===== config.mk =====
export PLATFORM = sky130hd
export DESIGN_NAME = wm_fifo
export DESIGN_NICKNAME = d
export VERILOG_FILES = /design/src/rtl/wm_fifo_pkg.sv /design/src/rtl/wm_fifo_mem.sv /design/src/rtl/wm_fifo_ctl.sv /design/src/rtl/wm_fifo_alarm.sv /design/src/rtl/wm_fifo_regs.sv /design/src/rtl/wm_fifo.sv
export SDC_FILE = /design/constraint.sdc
export NUM_CORES = 2
export LEC_CHECK = 0
export BUFFER_PORTS_ARGS = -buffer_cell sky130_fd_sc_hd__clkbuf_2
export CELL_PAD_IN_SITES_DETAIL_PLACEMENT = 0
export CELL_PAD_IN_SITES_GLOBAL_PLACEMENT = 1
export CORE_MARGIN = 4
export CORE_UTILIZATION = 31
export CTS_CLUSTER_DIAMETER = 40
export DETAILED_ROUTE_END_ITERATION = 16
export PLACE_DENSITY_LB_ADDON = 0.1
export RECOVER_POWER = 50
export SKIP_CTS_REPAIR_TIMING = 1
export SLEW_MARGIN = 20
export SYNTH_ARGS = -nofsm -noshare
export SYNTH_HDL_FRONTEND = slang
export SYNTH_SLANG_ARGS = --single-unit

===== constraint.sdc =====
create_clock -name clk -period 10.3 [get_ports clk]
set_clock_uncertainty 0.05 [all_clocks]
set_input_delay 1.03 -clock clk [delete_from_list [all_inputs] [get_ports clk]]
set_output_delay 1.03 -clock clk [all_outputs]
set_load 0.005 [all_outputs]

===== src/rtl/wm_fifo_pkg.sv =====
package wm_fifo_pkg;

  localparam int GRAN_W = 3;

  typedef enum logic [1:0] {
    ADDR_CTRL    = 2'd0,
    ADDR_LOWMARK = 2'd1,
    ADDR_STATUS  = 2'd2,
    ADDR_SPARE   = 2'd3
  } reg_addr_e;

  // control register bit positions
  localparam int CTRL_FRAME_END = 0;
  localparam int CTRL_LO_EN     = 1;
  localparam int CTRL_HI_EN     = 2;
  localparam int CTRL_GRAN_LSB  = 4;
  localparam int CTRL_SRST      = 8;

  // status register bit positions
  localparam int ST_EMPTY   = 0;
  localparam int ST_LO      = 1;
  localparam int ST_HI      = 2;
  localparam int ST_FULL    = 3;
  localparam int ST_OVF     = 4;
  localparam int ST_UNF     = 5;
  localparam int ST_LVL_LSB = 8;

  typedef struct packed {
    logic              frame_end;
    logic              lo_en;
    logic              hi_en;
    logic [GRAN_W-1:0] gran;
  } ctrl_t;

endpackage


===== src/rtl/wm_fifo_mem.sv =====
module wm_fifo_mem #(
  parameter int DATA_W = 32,
  parameter int DEPTH  = 64,
  localparam int ADDR_W = $clog2(DEPTH)
) (
  input  logic              clk,
  input  logic              we,
  input  logic [ADDR_W-1:0] waddr,
  input  logic [DATA_W-1:0] wdata,
  input  logic              re,
  input  logic [ADDR_W-1:0] raddr,
  output logic [DATA_W-1:0] rdata
);

  logic [DATA_W-1:0] store [DEPTH];

  // simple dual-port RAM with registered read, block RAM friendly
  always_ff @(posedge clk) begin
    if (we) store[waddr] <= wdata;
  end

  always_ff @(posedge clk) begin
    if (re) rdata <= store[raddr];
  end

endmodule


===== src/rtl/wm_fifo_ctl.sv =====
module wm_fifo_ctl #(
  parameter int DEPTH = 64,
  localparam int ADDR_W = $clog2(DEPTH),
  localparam int LVL_W  = ADDR_W + 1
) (
  input  logic              clk,
  input  logic              rst,
  input  logic              srst,
  input  logic              push,
  input  logic              pop,
  input  logic              clr_ovf,
  input  logic              clr_unf,
  output logic              we,
  output logic              re,
  output logic [ADDR_W-1:0] wr_ptr,
  output logic [ADDR_W-1:0] rd_ptr,
  output logic [LVL_W-1:0]  level,
  output logic              full,
  output logic              empty,
  output logic              ovf,
  output logic              unf
);

  localparam logic [LVL_W-1:0] FULL_LVL = LVL_W'(DEPTH);

  assign full  = (level == FULL_LVL);
  assign empty = (level == '0);

  // accepted accesses only; rejected ones only touch the error flags
  assign we = push && !full && !srst;
  assign re = pop && !empty;

  always_ff @(posedge clk) begin
    if (rst || srst) begin
      wr_ptr <= '0;
      rd_ptr <= '0;
      level  <= '0;
    end else begin
      if (we) wr_ptr <= wr_ptr + ADDR_W'(1);
      if (re) rd_ptr <= rd_ptr + ADDR_W'(1);
      level <= level + LVL_W'(we) - LVL_W'(re);
    end
  end

  // sticky flags: setting event beats a software clear
  always_ff @(posedge clk) begin
    if (rst || srst) begin
      ovf <= 1'b0;
      unf <= 1'b0;
    end else begin
      if (push && full)  ovf <= 1'b1;
      else if (clr_ovf)  ovf <= 1'b0;
      if (pop && empty)  unf <= 1'b1;
      else if (clr_unf)  unf <= 1'b0;
    end
  end

endmodule


===== src/rtl/wm_fifo_alarm.sv =====
module wm_fifo_alarm
  import wm_fifo_pkg::*;
#(
  parameter int DEPTH = 64,
  localparam int LVL_W = $clog2(DEPTH) + 1,
  localparam int CMP_W = (LVL_W > GRAN_W) ? LVL_W : GRAN_W
) (
  input  logic              clk,
  input  logic              rst,
  input  logic [LVL_W-1:0]  level,
  input  logic [GRAN_W-1:0] gran,
  input  logic [LVL_W-1:0]  low_mark,
  output logic              hi,
  output logic              lo
);

  localparam logic [LVL_W-1:0] FULL_LVL = LVL_W'(DEPTH);

  logic [LVL_W-1:0] free_cnt;
  logic             room_short;

  assign free_cnt   = FULL_LVL - level;
  assign room_short = (CMP_W'(free_cnt) <= CMP_W'(gran));

  always_ff @(posedge clk) begin
    if (rst) begin
      hi <= 1'b0;
      lo <= 1'b0;
    end else begin
      hi <= room_short;
      if (room_short)            lo <= 1'b0;
      else if (level <= low_mark) lo <= 1'b1;
    end
  end

endmodule


===== src/rtl/wm_fifo_regs.sv =====
module wm_fifo_regs
  import wm_fifo_pkg::*;
#(
  parameter int DATA_W = 32,
  parameter int LVL_W  = 7
) (
  input  logic              clk,
  input  logic              rst,
  input  logic              reg_wr,
  input  logic              reg_rd,
  input  logic [1:0]        reg_addr,
  input  logic [DATA_W-1:0] reg_wdata,
  output logic [DATA_W-1:0] reg_rdata,
  output ctrl_t             cfg,
  output logic [LVL_W-1:0]  low_mark,
  output logic              srst,
  output logic              clr_ovf,
  output logic              clr_unf,
  input  logic              st_empty,
  input  logic              st_lo,
  input  logic              st_hi,
  input  logic              st_full,
  input  logic              st_ovf,
  input  logic              st_unf,
  input  logic [LVL_W-1:0]  st_level
);

  reg_addr_e         addr;
  logic              wr_ctrl;
  logic              wr_stat;
  logic [DATA_W-1:0] rd_val;

  assign addr    = reg_addr_e'(reg_addr);
  assign wr_ctrl = reg_wr && (addr == ADDR_CTRL);
  assign wr_stat = reg_wr && (addr == ADDR_STATUS);
  assign srst    = wr_ctrl && reg_wdata[CTRL_SRST];
  assign clr_ovf = wr_stat && reg_wdata[ST_OVF];
  assign clr_unf = wr_stat && reg_wdata[ST_UNF];

  always_ff @(posedge clk) begin
    if (rst) begin
      cfg      <= '0;
      low_mark <= '0;
    end else begin
      if (wr_ctrl) begin
        cfg.frame_end <= reg_wdata[CTRL_FRAME_END];
        cfg.lo_en     <= reg_wdata[CTRL_LO_EN];
        cfg.hi_en     <= reg_wdata[CTRL_HI_EN];
        cfg.gran      <= reg_wdata[CTRL_GRAN_LSB +: GRAN_W];
      end
      if (reg_wr && (addr == ADDR_LOWMARK)) low_mark <= reg_wdata[LVL_W-1:0];
    end
  end

  always_comb begin
    rd_val = '0;
    case (addr)
      ADDR_CTRL: begin
        rd_val[CTRL_FRAME_END]             = cfg.frame_end;
        rd_val[CTRL_LO_EN]                 = cfg.lo_en;
        rd_val[CTRL_HI_EN]                 = cfg.hi_en;
        rd_val[CTRL_GRAN_LSB +: GRAN_W]    = cfg.gran;
      end
      ADDR_LOWMARK: rd_val[LVL_W-1:0] = low_mark;
      ADDR_STATUS: begin
        rd_val[ST_EMPTY]               = st_empty;
        rd_val[ST_LO]                  = st_lo;
        rd_val[ST_HI]                  = st_hi;
        rd_val[ST_FULL]                = st_full;
        rd_val[ST_OVF]                 = st_ovf;
        rd_val[ST_UNF]                 = st_unf;
        rd_val[ST_LVL_LSB +: LVL_W]    = st_level;
      end
      default: rd_val = '0;
    endcase
  end

  always_ff @(posedge clk) begin
    if (rst)         reg_rdata <= '0;
    else if (reg_rd) reg_rdata <= rd_val;
  end

endmodule


===== src/rtl/wm_fifo.sv =====
module wm_fifo
  import wm_fifo_pkg::*;
#(
  parameter int DATA_W = 32,
  parameter int DEPTH  = 64
) (
  input  logic              clk,
  input  logic              rst,
  input  logic              push,
  input  logic [DATA_W-1:0] push_data,
  input  logic              pop,
  output logic [DATA_W-1:0] pop_data,
  output logic              full,
  output logic              empty,
  output logic              alarm,
  input  logic              reg_wr,
  input  logic              reg_rd,
  input  logic [1:0]        reg_addr,
  input  logic [DATA_W-1:0] reg_wdata,
  output logic [DATA_W-1:0] reg_rdata
);

  localparam int ADDR_W = $clog2(DEPTH);
  localparam int LVL_W  = ADDR_W + 1;

  ctrl_t             cfg;
  logic [LVL_W-1:0]  low_mark;
  logic              srst;
  logic              clr_ovf;
  logic              clr_unf;
  logic              we;
  logic              re;
  logic [ADDR_W-1:0] wr_ptr;
  logic [ADDR_W-1:0] rd_ptr;
  logic [LVL_W-1:0]  level;
  logic              ovf_flag;
  logic              unf_flag;
  logic              hi_flag;
  logic              lo_flag;
  logic [DATA_W-1:0] ram_q;
  logic              zero_q;

  wm_fifo_regs #(.DATA_W(DATA_W), .LVL_W(LVL_W)) u_regs (
    .clk      (clk),
    .rst      (rst),
    .reg_wr   (reg_wr),
    .reg_rd   (reg_rd),
    .reg_addr (reg_addr),
    .reg_wdata(reg_wdata),
    .reg_rdata(reg_rdata),
    .cfg      (cfg),
    .low_mark (low_mark),
    .srst     (srst),
    .clr_ovf  (clr_ovf),
    .clr_unf  (clr_unf),
    .st_empty (empty),
    .st_lo    (lo_flag),
    .st_hi    (hi_flag),
    .st_full  (full),
    .st_ovf   (ovf_flag),
    .st_unf   (unf_flag),
    .st_level (level)
  );

  wm_fifo_ctl #(.DEPTH(DEPTH)) u_ctl (
    .clk    (clk),
    .rst    (rst),
    .srst   (srst),
    .push   (push),
    .pop    (pop),
    .clr_ovf(clr_ovf),
    .clr_unf(clr_unf),
    .we     (we),
    .re     (re),
    .wr_ptr (wr_ptr),
    .rd_ptr (rd_ptr),
    .level  (level),
    .full   (full),
    .empty  (empty),
    .ovf    (ovf_flag),
    .unf    (unf_flag)
  );

  wm_fifo_mem #(.DATA_W(DATA_W), .DEPTH(DEPTH)) u_mem (
    .clk  (clk),
    .we   (we),
    .waddr(wr_ptr),
    .wdata(push_data),
    .re   (re),
    .raddr(rd_ptr),
    .rdata(ram_q)
  );

  wm_fifo_alarm #(.DEPTH(DEPTH)) u_alarm (
    .clk     (clk),
    .rst     (rst),
    .level   (level),
    .gran    (cfg.gran),
    .low_mark(low_mark),
    .hi      (hi_flag),
    .lo      (lo_flag)
  );

  // an underflowing pop masks the RAM output to zero
  always_ff @(posedge clk) begin
    if (rst)      zero_q <= 1'b1;
    else if (pop) zero_q <= empty;
  end

  assign pop_data = zero_q ? '0 : ram_q;
  assign alarm    = (hi_flag & cfg.hi_en) | (lo_flag & cfg.lo_en);

endmodule


==> impl_summary.md <==
Outcome
The flow ran to the end, but the final reports show violations. The final reports fail on max-capacitance violations, max-slew violations.

Logic synthesis
Sequential cells were found to cover between 70% and 80% of the synthesized design area. Counting flops and latches in the post-synthesis netlist gives 2131. By area the synthesized netlist is led by sky130_fd_sc_hd__edfxtp_1 76%, sky130_fd_sc_hd__mux4_2 11%, sky130_fd_sc_hd__mux2i_1 2.5%. The number of unique standard cell types used by synthesis is 64. The predominant post-synthesis flop cell is sky130_fd_sc_hd__edfxtp_1. During synthesis, Yosys emitted a total of 0 warnings. The fraction of post-synthesis cell area in the top cell type by area is between 70% and 80%. The number of flops mapped to enable cells by yosys is ~2100.

A synthesized cell averages approximately 21 um^2. For this run, asynchronously set or reset flops after synthesis account for 0%. The synthesized netlist occupies a cell area of approximately 80000 um^2. Synthesis handed over a netlist of just under 4000 instances. Summed over all instances, the cell type with the most area after synthesis is sky130_fd_sc_hd__edfxtp_1.

Power and ir drop
The completed layout was analyzed and its total power is ~25000 uW. The standby leakage power is ~0.031 uW. In this run the power density over the cells is approximately 250 nW/um^2. The highest ir drop seen on vdd is between 0.00015 and 0.0002 V.

Clock network
The clock tree from TritonCTS is yes. The source-to-sink clock delay at the later pin of the worst-skew pair is around 0.86 ns. The clock passes through at most 4 buffers.

CTS saw 2131 sinks. The H-tree was split into 5 levels. After clock tree synthesis, the clock-pin slew on the worst setup and hold paths is 0.05 ns. The total clock buffers created by CTS is between 300 and 400. The root cell of the clock tree is sky130_fd_sc_hd__clkbuf_16.

Final layout
Fill cells in the final layout number between 20000 and 25000. Summing all multi-input logic gate instances after layout gives between 15000 and 20000 um^2. From synthesis to final layout, the design area changed by 21.09%. In the layout the commonest cells are 2080 x sky130_fd_sc_hd__edfxtp_1, 419 x sky130_fd_sc_hd__mux4_2, 372 x sky130_fd_sc_hd__clkbuf_16, 208 x sky130_fd_sc_hd__mux2i_1, 121 x sky130_fd_sc_hd__buf_4. The post-layout net count is 4392.

Leaving out fill and tap cells, the most frequent cell in the layout is sky130_fd_sc_hd__edfxtp_1. The combined flip-flop and latch cell area is ~64000 um^2. The fraction of final layout cells with drive strength greater than 1 is between 20% and 30%.

STA
Based on the critical path, the design can be clocked at up to 169.9 MHz. Setup repair after global routing left no endpoint under its margin. The final period utilization is 57.15%. The total negative slack for setup checks is 0 ns. The normalized max-slew margin is -168.0%. The final critical-path setup slack is around 4.4 ns. For the pin with the worst max-slew slack, the measured transition is around 4 ns. The max-slew violation count is 2147.

Hold timing on the final database bottoms out at a slack of 0.4081 ns. After layout, the minimum clock period comes to between 5 and 6 ns. The final hold violation count is 0.

Setup violations remaining at the end of the flow were counted as 0.

Worst setup path
The setup path with the least slack is of type register to register. For the worst setup path, the data required time is 10.76 ns. The maximum fanout encountered on the critical timing path is 18. The register-to-register setup slack is between 4 and 5 ns. The worst setup path is captured at a register.

The worst setup path is launched from a register. At the worst endpoint, the arrival time is between 6 and 7 ns.

Drt
The number of DRC markers after the initial detailed-route iteration is ~3500. The average routed wire per standard cell is between 30 and 40 um. The via count normalized by instance count is 5.109. The first detailed-routing pass took 6 iterations.

After detailed routing, the number of remaining DRC violations is 0. The routed layout has a little over 40000 vias. In this run the remaining antenna-violating nets after routing total 0. The routed wire length is between 200000 and 300000 um.

Global route
The number of global-route vias before repair was 42810. The initial antenna violation count is 21. In the global route stage, overall resource usage came out at a little under a fifth.

For this run the aggregate overflow at the end of global routing stands at 0. The first-pass GRT wire length is roughly 360000 um. The pin count of the biggest net entering global routing is slightly below 90.

Floorplan
Measured along the x axis, the die boundary spans between 500 and 600 um. The region available for standard cell placement spans 263200 um^2. Measured along the y axis, the die boundary spans approximately 520 um. The initial cell density of the core is 31.24%. 139 I/O pins were placed.

The standard-cell row count is around 190. The die covers ~270000 um^2.

Place
After legalization and detailed placement, the total HPWL measured between 100000 and 150000 um. The count of buffers added on input and output ports is 96. The congestion estimate from routability-driven global placement came to roughly 0.72. At the placement stage, the worst setup path has a slack of roughly 4.4 ns.

Hold path
The class of the worst hold path is primary input to register.

Flow run
The number of max-cap violations is 35.
[cell type report]
cell class,instances,share of cell area (%)
diodes,12,0.03016
clock buffers,420,9.540
clock inverters,245,2.607
inverters,25,0.09424
multi-input cells,1517,17.96
flip-flops and latches,2131,63.78
well taps,3515,4.417
repair buffers,254,1.577
[metal layers]
layer  vias up  GRT usage (%)  routed length [um]
met5         -              0                  13
met4         2          5.071                6719
met3       368          3.721               14500
met2      1297          30.05              123500
met1     22540          26.46              116700
li1      17270              -                   -
[per-stage QoR]
step / utilization, % / std cells / cell area [um^2]
after floorplan: - / 3914 / 82300
after global placement: 33.27 / 7442 / 87560
after detailed placement: 33.27 / 7442 / 87560
after CTS: 37.86 / 8107 / 99660
after global routing: 37.82 / 8113 / 99560
final: 37.83 / 8119 / 99570
[power breakdown]
| part | total (uW) | internal [uW] | switching [uW] |
|---|---|---|---|
| Clock | 11900 | 7580 | 4330 |
| Sequential | 9830 | 9700 | 127 |
| Combinational | 2770 | 1140 | 1630 |
| Total | 24500 | 18400 | 6080 |
[critical path, stage by stage, from the launching register on]
cell	delay [ns]
sky130_fd_sc_hd__dfxtp_1	0.48
sky130_fd_sc_hd__inv_1	0.18
sky130_fd_sc_hd__ha_1	0.27
sky130_fd_sc_hd__nand4_1	0.13
sky130_fd_sc_hd__inv_1	0.11
sky130_fd_sc_hd__nor3b_1	1.28
sky130_fd_sc_hd__inv_1	0.39
sky130_fd_sc_hd__nor2_1	0.38
sky130_fd_sc_hd__nand2_1	0.63
sky130_fd_sc_hd__nor2_4	1.09
sky130_fd_sc_hd__buf_4	0.52
[final timing paths]
kind / start / end / depth (start not counted)
hold / removal: reg_wdata[3] / u_regs.low_mark[3] / 3
setup reg to reg: u_ctl.level[1] / u_mem.store[42][5] / 10
setup / recovery: u_ctl.level[1] / u_mem.store[42][5] / 10
hold reg to reg: u_regs.cfg[5] / u_regs.cfg[5] / 2
[cell families after synthesis]
group	share of synthesized area (%)
flip-flops	77.20
multiplexers	14.42
AO/OA/AOI/OAI	3.761
AND/OR/NAND/NOR	2.124
buffers and inverters	1.897
adder cells (fa/ha/maj)	0.4504
XOR/XNOR	0.1491
other	0.004560
[registers in the layout (all words and copies together), names as in the netlist]
signal,count
u_ctl.level,7
u_ctl.ovf,1
u_regs.cfg,6
u_ctl.wr_ptr,6
u_regs.reg_rdata,14
zero_q,1
u_alarm.hi,1
u_mem.store,2048
u_alarm.lo,1
u_regs.low_mark,7
u_ctl.rd_ptr,6
u_mem.rdata,32
u_ctl.unf,1
[cell usage after synthesis (all sizes together), types with 31 or more instances]
cell type / instances
o21ai: 37
mux2i: 208
nand3: 60
o22ai: 59
a21oi: 72
mux4: 428
buf: 158
nand2: 102
a211oi: 45
clkbuf: 83
edfxtp: 2080
dfxtp: 51
nor2: 113
nor2b: 47
a22oi: 93
o221ai: 31
No activity file was read; power rests on OpenSTA's default activity.
